File: src/rtl/rxh_pkg.sv
package rxh_pkg;
  localparam int ADDR_W = 8;
  localparam int NIRQ   = 6;

  localparam logic [ADDR_W-1:0] A_CTRL = 8'h00;
  localparam logic [ADDR_W-1:0] A_MODE = 8'h04;
  localparam logic [ADDR_W-1:0] A_CFG  = 8'h08;
  localparam logic [ADDR_W-1:0] A_HOLD = 8'h0C;
  localparam logic [ADDR_W-1:0] A_IEN  = 8'h14;
  localparam logic [ADDR_W-1:0] A_IDIS = 8'h18;
  localparam logic [ADDR_W-1:0] A_IMSK = 8'h1C;
  localparam logic [ADDR_W-1:0] A_ISTA = 8'h20;
  localparam logic [ADDR_W-1:0] A_VER  = 8'h50;

  localparam int B_RDY   = 0;
  localparam int B_EMPTY = 1;
  localparam int B_FULL  = 2;
  localparam int B_CHUNK = 3;
  localparam int B_UDR   = 4;
  localparam int B_OVR   = 5;
endpackage

File: src/rtl/rxh_fifo.sv
module rxh_fifo #(
  parameter int DEPTH = 16,
  parameter int WIDTH = 26,
  localparam int PW = (DEPTH > 1) ? $clog2(DEPTH) : 1,
  localparam int CW = $clog2(DEPTH + 1)
) (
  input  logic             clk_i,
  input  logic             rst_ni,
  input  logic             flush_i,
  input  logic             push_i,
  input  logic             pop_i,
  input  logic [WIDTH-1:0] wdata_i,
  output logic [WIDTH-1:0] head_o,
  output logic [CW-1:0]    count_o,
  output logic             ovr_o,
  output logic             udr_o
);
  logic [WIDTH-1:0] mem_q [DEPTH];
  logic [PW-1:0]    wp_q, rp_q;
  logic [CW-1:0]    cnt_q;
  logic             full, empty, do_push, do_pop;

  assign full    = (cnt_q == CW'(DEPTH));
  assign empty   = (cnt_q == '0);
  assign do_pop  = pop_i && !empty;
  // a pop in the same cycle frees the slot for the incoming sample
  assign do_push = push_i && (!full || do_pop);
  assign ovr_o   = push_i && full && !do_pop;
  assign udr_o   = pop_i && empty;
  assign head_o  = mem_q[rp_q];
  assign count_o = cnt_q;

  function automatic logic [PW-1:0] inc(input logic [PW-1:0] p);
    return (p == PW'(DEPTH - 1)) ? '0 : p + 1'b1;
  endfunction

  always_ff @(posedge clk_i or negedge rst_ni) begin
    if (!rst_ni) begin
      wp_q  <= '0;
      rp_q  <= '0;
      cnt_q <= '0;
    end else if (flush_i) begin
      wp_q  <= '0;
      rp_q  <= '0;
      cnt_q <= '0;
    end else begin
      if (do_push) wp_q <= inc(wp_q);
      if (do_pop)  rp_q <= inc(rp_q);
      cnt_q <= cnt_q + CW'(do_push) - CW'(do_pop);
    end
  end

  always_ff @(posedge clk_i) begin
    if (do_push && !flush_i) mem_q[wp_q] <= wdata_i;
  end
endmodule

File: src/rtl/rxh_irq.sv
module rxh_irq import rxh_pkg::*; (
  input  logic            clk_i,
  input  logic            rst_ni,
  input  logic [3:0]      level_i,
  input  logic            udr_i,
  input  logic            ovr_i,
  input  logic            rd_clr_i,
  input  logic            flush_i,
  input  logic            en_we_i,
  input  logic            dis_we_i,
  input  logic [NIRQ-1:0] wdata_i,
  output logic [NIRQ-1:0] status_o,
  output logic [NIRQ-1:0] mask_o,
  output logic            irq_o
);
  logic [NIRQ-1:0] mask_q;
  logic            udr_q, ovr_q;

  always_ff @(posedge clk_i or negedge rst_ni) begin
    if (!rst_ni) begin
      udr_q <= 1'b0;
      ovr_q <= 1'b0;
    end else if (flush_i) begin
      udr_q <= 1'b0;
      ovr_q <= 1'b0;
    end else begin
      // a new event in the clearing cycle wins
      udr_q <= (udr_q && !rd_clr_i) || udr_i;
      ovr_q <= (ovr_q && !rd_clr_i) || ovr_i;
    end
  end

  always_ff @(posedge clk_i or negedge rst_ni) begin
    if (!rst_ni)       mask_q <= '0;
    else if (en_we_i)  mask_q <= mask_q | wdata_i;
    else if (dis_we_i) mask_q <= mask_q & ~wdata_i;
  end

  assign status_o = {ovr_q, udr_q, level_i};
  assign mask_o   = mask_q;
  assign irq_o    = |(status_o & mask_q);
endmodule

File: src/rtl/pcm_rx_fifo.sv
module pcm_rx_fifo import rxh_pkg::*; #(
  parameter int          DEPTH   = 16,
  parameter int          NCH     = 4,
  parameter int          SW      = 24,
  parameter logic [11:0] VERSION = 12'h210,
  localparam int CHW  = $clog2(NCH),
  localparam int EW   = CHW + SW,
  localparam int PADW = 32 - EW,
  localparam int CNTW = $clog2(DEPTH + 1)
) (
  input  logic              clk_i,
  input  logic              rst_ni,
  input  logic              smp_valid_i,
  input  logic [CHW-1:0]    smp_chan_i,
  input  logic [SW-1:0]     smp_data_i,
  input  logic              reg_valid_i,
  input  logic              reg_write_i,
  input  logic [ADDR_W-1:0] reg_addr_i,
  input  logic [31:0]       reg_wdata_i,
  output logic [31:0]       reg_rdata_o,
  output logic              irq_o,
  output logic              dma_req_o
);
  logic            rd, wr, pop_w, stat_rd, swrst_w;
  logic [EW-1:0]   head;
  logic [CNTW-1:0] count_w;
  logic            ovr, udr, chunk_hit;
  logic [31:0]     mode_q, cfg_q;
  logic [3:0]      chunk;
  logic [NIRQ-1:0] status_w, mask_w;
  logic [3:0]      level;

  assign rd      = reg_valid_i && !reg_write_i;
  assign wr      = reg_valid_i && reg_write_i;
  assign pop_w   = rd && (reg_addr_i == A_HOLD);
  assign stat_rd = rd && (reg_addr_i == A_ISTA);
  assign swrst_w = wr && (reg_addr_i == A_CTRL) && reg_wdata_i[0];

  rxh_fifo #(.DEPTH(DEPTH), .WIDTH(EW)) u_fifo (
    .clk_i   (clk_i),
    .rst_ni  (rst_ni),
    .flush_i (swrst_w),
    .push_i  (smp_valid_i),
    .pop_i   (pop_w),
    .wdata_i ({smp_chan_i, smp_data_i}),
    .head_o  (head),
    .count_o (count_w),
    .ovr_o   (ovr),
    .udr_o   (udr)
  );

  always_ff @(posedge clk_i or negedge rst_ni) begin
    if (!rst_ni) begin
      mode_q <= '0;
      cfg_q  <= '0;
    end else if (wr) begin
      if (reg_addr_i == A_MODE) mode_q <= reg_wdata_i;
      if (reg_addr_i == A_CFG)  cfg_q  <= reg_wdata_i;
    end
  end

  assign chunk     = mode_q[31:28];
  assign chunk_hit = (chunk != '0) && (count_w >= CNTW'(chunk));

  assign level[B_RDY]   = (count_w != '0);
  assign level[B_EMPTY] = (count_w == '0);
  assign level[B_FULL]  = (count_w == CNTW'(DEPTH));
  assign level[B_CHUNK] = chunk_hit;

  rxh_irq u_irq (
    .clk_i    (clk_i),
    .rst_ni   (rst_ni),
    .level_i  (level),
    .udr_i    (udr),
    .ovr_i    (ovr),
    .rd_clr_i (stat_rd),
    .flush_i  (swrst_w),
    .en_we_i  (wr && (reg_addr_i == A_IEN)),
    .dis_we_i (wr && (reg_addr_i == A_IDIS)),
    .wdata_i  (reg_wdata_i[NIRQ-1:0]),
    .status_o (status_w),
    .mask_o   (mask_w),
    .irq_o    (irq_o)
  );

  assign dma_req_o = chunk_hit;

  always_comb begin
    reg_rdata_o = '0;
    if (rd) begin
      unique case (reg_addr_i)
        A_MODE: reg_rdata_o = mode_q;
        A_CFG:  reg_rdata_o = cfg_q;
        A_HOLD: reg_rdata_o = (count_w == '0) ? '0 : {{PADW{1'b0}}, head};
        A_IMSK: reg_rdata_o = {{(32-NIRQ){1'b0}}, mask_w};
        A_ISTA: reg_rdata_o = {{(32-NIRQ){1'b0}}, status_w};
        A_VER:  reg_rdata_o = {20'b0, VERSION};
        default: reg_rdata_o = '0;
      endcase
    end
  end
endmodule

File: config.mk
export PLATFORM = sky130hd
export DESIGN_NAME = pcm_rx_fifo
export DESIGN_NICKNAME = d
export VERILOG_FILES = /design/src/rtl/rxh_pkg.sv /design/src/rtl/rxh_fifo.sv /design/src/rtl/rxh_irq.sv /design/src/rtl/pcm_rx_fifo.sv
export SDC_FILE = /design/constraint.sdc
export NUM_CORES = 1
export LEC_CHECK = 0
export BUFFER_PORTS_ARGS = -buffer_cell sky130_fd_sc_hd__buf_2
export CAP_MARGIN = 10
export CELL_PAD_IN_SITES_DETAIL_PLACEMENT = 0
export CELL_PAD_IN_SITES_GLOBAL_PLACEMENT = 2
export CORE_ASPECT_RATIO = 2
export CORE_UTILIZATION = 52
export CTS_BUF_LIST = sky130_fd_sc_hd__clkbuf_4 sky130_fd_sc_hd__clkbuf_8
export DETAILED_ROUTE_END_ITERATION = 12
export PLACE_DENSITY = 0.92
export SLEW_MARGIN = 5
export SYNTH_ARGS = -nofsm -noshare
export SYNTH_HDL_FRONTEND = slang
export SYNTH_SLANG_ARGS = --single-unit
File: constraint.sdc
create_clock -name clk_i -period 8.6 [get_ports clk_i]
set_clock_uncertainty 0.1 [all_clocks]
set_input_delay 0 -clock clk_i [delete_from_list [all_inputs] [get_ports clk_i]]
set_output_delay 0 -clock clk_i [all_outputs]
set_load 0.03 [all_outputs]
==> run metrics <==
status complete, no violations; Site Rows 102; total CTS buffers between 60 and 70; Critical Path RT roughly 8.5 ns; dpl hpwl ~29000 um; Syn Nets 1240; sequential area share after synthesis 0.717; Clock Latency Late Sink about 0.6 ns; Netlist Area Pre-Place 20400 sq um; Slew headroom 0.287; Die Width between 100 and 150 um; Tot GR Track Use 0.250; CP endpoint kind output port; Switching Power between 1000 and 1500 uW; Post-Syn Instances 1154; number of port buffers between 100 and 150; syn_area_per_cell ~18 sq um; drt drc 0; vias per cell between 5 and 6; IO Pins between 100 and 150; root buffer cell clkbuf_8; Hold Vio Cnt, Final 0; Clock power frac 0.338; WL final around 48000 um; layout cells sized above 1 0.269; Antenna Nets Post-Route 0; max-slew violation count 0; Seq pwr share 0.552; Top FF cell, synth edfxtp_1; unrepaired setup endpoints after global routing no; PwrDens 227 nW/um^2; share of the synthesized area in the top cell type 0.613; largest cells by area after synthesis edfxtp_1 61%, mux4_2 11%, dfrtp_1 10%; CTS tree done; vias in the first global route 11902; Most common cell on crit path nand2_1; Clk pin slew, worst setup/hold paths roughly 0.07 ns; vias between 10000 and 15000; die area roughly 40000 sq um; Slowest-stage cell, CP dfrtp_4; Switching Share 0.247; count of unique library cells instantiated by Yosys 64; Setup violations, final 0; Iteration-0 DRC Markers ~940; most common cell after layout, fill and taps aside edfxtp_1; M3 GR Usage 0.0457; Yosys Warn Count 0; final setup TNS 0 ns; fin crit share 0.440; type of origin of the critical path register; Async S/R FF share, synth 0.170; Worst-Margin Slew about 1.1 ns; Clock Path Buffers 3; FMAX approximately 260 MHz; core area ~39000 sq um; Worst path max stage delay 0.98 ns; CP Max Fanout between 50 and 60; P_leak around 0.0084 uW; H-Tree Depth 3; met1 usage 0.299; Max-Cap Viols 0; fin area between 20000 and 25000 sq um; clock sinks ~500; Peak supply drop 0.0959 mV; pin count of the biggest net entering global routing 65; Post-synth EDFFs between 400 and 500; CTS resizes 0; Initial DRT Pass Iterations 6; Cell Chain, Critical Path buf_4 > mux4_2 > nand2_1 > nand2_1 > a22oi_1 > a31oi_1 > buf_2; first-pass GRT wire length slightly above 70000 um; Placement Cell Area 21500 sq um; Crit Path Class reg -> out; area delta synth->final 15.5%; grt met2 use 0.440; Initial Utilization 0.527; hold slack final between 0.03 and 0.04 ns; routed length per placed instance 24.8 um; grt ovf 0; Final #Nets between 1000 and 1500; initial antenna violation count 3; min Tclk post-route around 3.8 ns; routability cong. approximately 0.84; Internal Power just over 4000 uW; Yosys top cell by area edfxtp_1; Die Ht 282 um; most frequent cells in the layout 416 x edfxtp_1, 190 x nand2_1, 104 x mux4_2; Comb pwr share 0.111; worst hold path class in -> async; busiest grt layer met2; Post-CTS Setup Bufs 0; Yosys reg bits approximately 500; Arr. time, crit path about 3.7 ns
-- kinds of logic (layout without fill, tap and decap cells) --
group,count (synthesis),after routing,share of synthesized area
other cells,0,2,0
compound gates,103,103,0.0362
buf+inv,79,334,0.0191
fa+ha+maj,15,15,0.00957
mux,174,174,0.153
simple gates,277,277,0.0625
flops,501,501,0.717
xor+xnor,5,5,0.00215
-- worst max-delay path: cells and delay by family, from the launching register on --
family                 cells  cell delay (ns)
AO/OA/AOI/OAI              2             0.55
buffers and inverters      2             0.96
flip-flops                 1             0.98
multiplexers               1             0.40
AND/OR/NAND/NOR            2             0.16
-- cells in the mapped netlist, types with 2 or more instances --
library cell / count
o21ai_0: 5
mux4_2: 104
mux2_2: 6
xor2_1: 2
buf_1: 2
buf_4: 3
nor3_1: 6
edfxtp_1: 416
a22o_1: 2
a222oi_1: 18
dfrtp_1: 85
nor2_1: 34
mux2i_1: 3
and3b_1: 2
o21ai_1: 3
inv_1: 14
or4_1: 2
a31oi_1: 7
nand3_1: 8
nand2_1: 190
and3_1: 6
buf_6: 7
or3_1: 2
a221o_1: 2
nand2b_1: 3
nor3b_4: 2
nor4b_1: 2
clkbuf_1: 27
a22oi_1: 18
mux2_1: 61
a221oi_1: 2
buf_2: 24
xnor2_1: 3
o211ai_1: 3
nor2b_1: 3
o31ai_1: 2
and2_1: 2
a21oi_1: 34
ha_1: 14
-- area by class of cell --
cell class,count,area [sq um]
timing repair buffer,203,1450
tap,520,651
clock buffer,86,1080
sequential,501,14600
fill,2822,15100
antenna,2,5.00
multi-input combinational,574,5430
clock inverter,29,245
inverter,16,60.1
-- final timing paths --
check | from | to | slack (ns) | cells after the start
max in group asynchronous | rst_ni | cfg_q[1] | 7.23 | 3
min in group clk_i | reg_addr_i[5] | u_irq.udr_q | 0.05 | 5
min | rst_ni | asynchronous set/reset pin | 0.03 | 3
min reg2reg | mode_q[27] | mode_q[27] | 0.39 | 1
max reg2reg | u_fifo.count_o[2] | u_fifo.mem_q[10][9] | 5.35 | 8
max | u_fifo.rp_q[1] | reg_rdata_o[2] | 4.81 | 7
-- metal layers --
metal | share of wire | vias up
met1 | 0.37 | 5838
met2 | 0.53 | 434
met4 | 0.034 | 2
met5 | 0.00021 | -
met3 | 0.059 | 95
li1 | - | 4938
-- through the flow --
stage	cells	setup WS [ns]	total power (uW)	util
4_1_cts	1929	4.68	5390	0.609
5_1_grt	1931	4.48	5550	0.609
3_5_place_dp	1741	5.38	3570	0.556
6_report	1931	4.81	5350	0.609
3_3_place_gp	1741	5.38	3540	0.556
2_1_floorplan	1154	5.14	3320	-
-- flip-flops by register name, indices dropped and copies added (netlist names), named ones only --
signal and cells:
cfg_q 32, mode_q 32, u_fifo.count_o 5, u_fifo.mem_q 416, u_fifo.rp_q 4, u_fifo.wp_q 4, u_irq.ovr_q 1, u_irq.udr_q 1
-- power by group through the flow --
stage / combinational [uW] / sequential, uW / clock [uW]
3_3_place_gp: 552 / 2990 / 0
4_1_cts: 600 / 2950 / 1840
2_1_floorplan: 354 / 2960 / 0
5_1_grt: 648 / 2970 / 1930
6_report: 593 / 2950 / 1810
3_5_place_dp: 567 / 3000 / 0
-- what timing repair did --
| item | 4_1_cts | 5_1_grt |
|---|---|---|
| hold buffers | 73 | 0 |
| hold endpoints to repair | 586 | 0 |
| endpoints found under the setup margin | 0 | 0 |
Note: power is estimated with default switching activity, not from simulation.
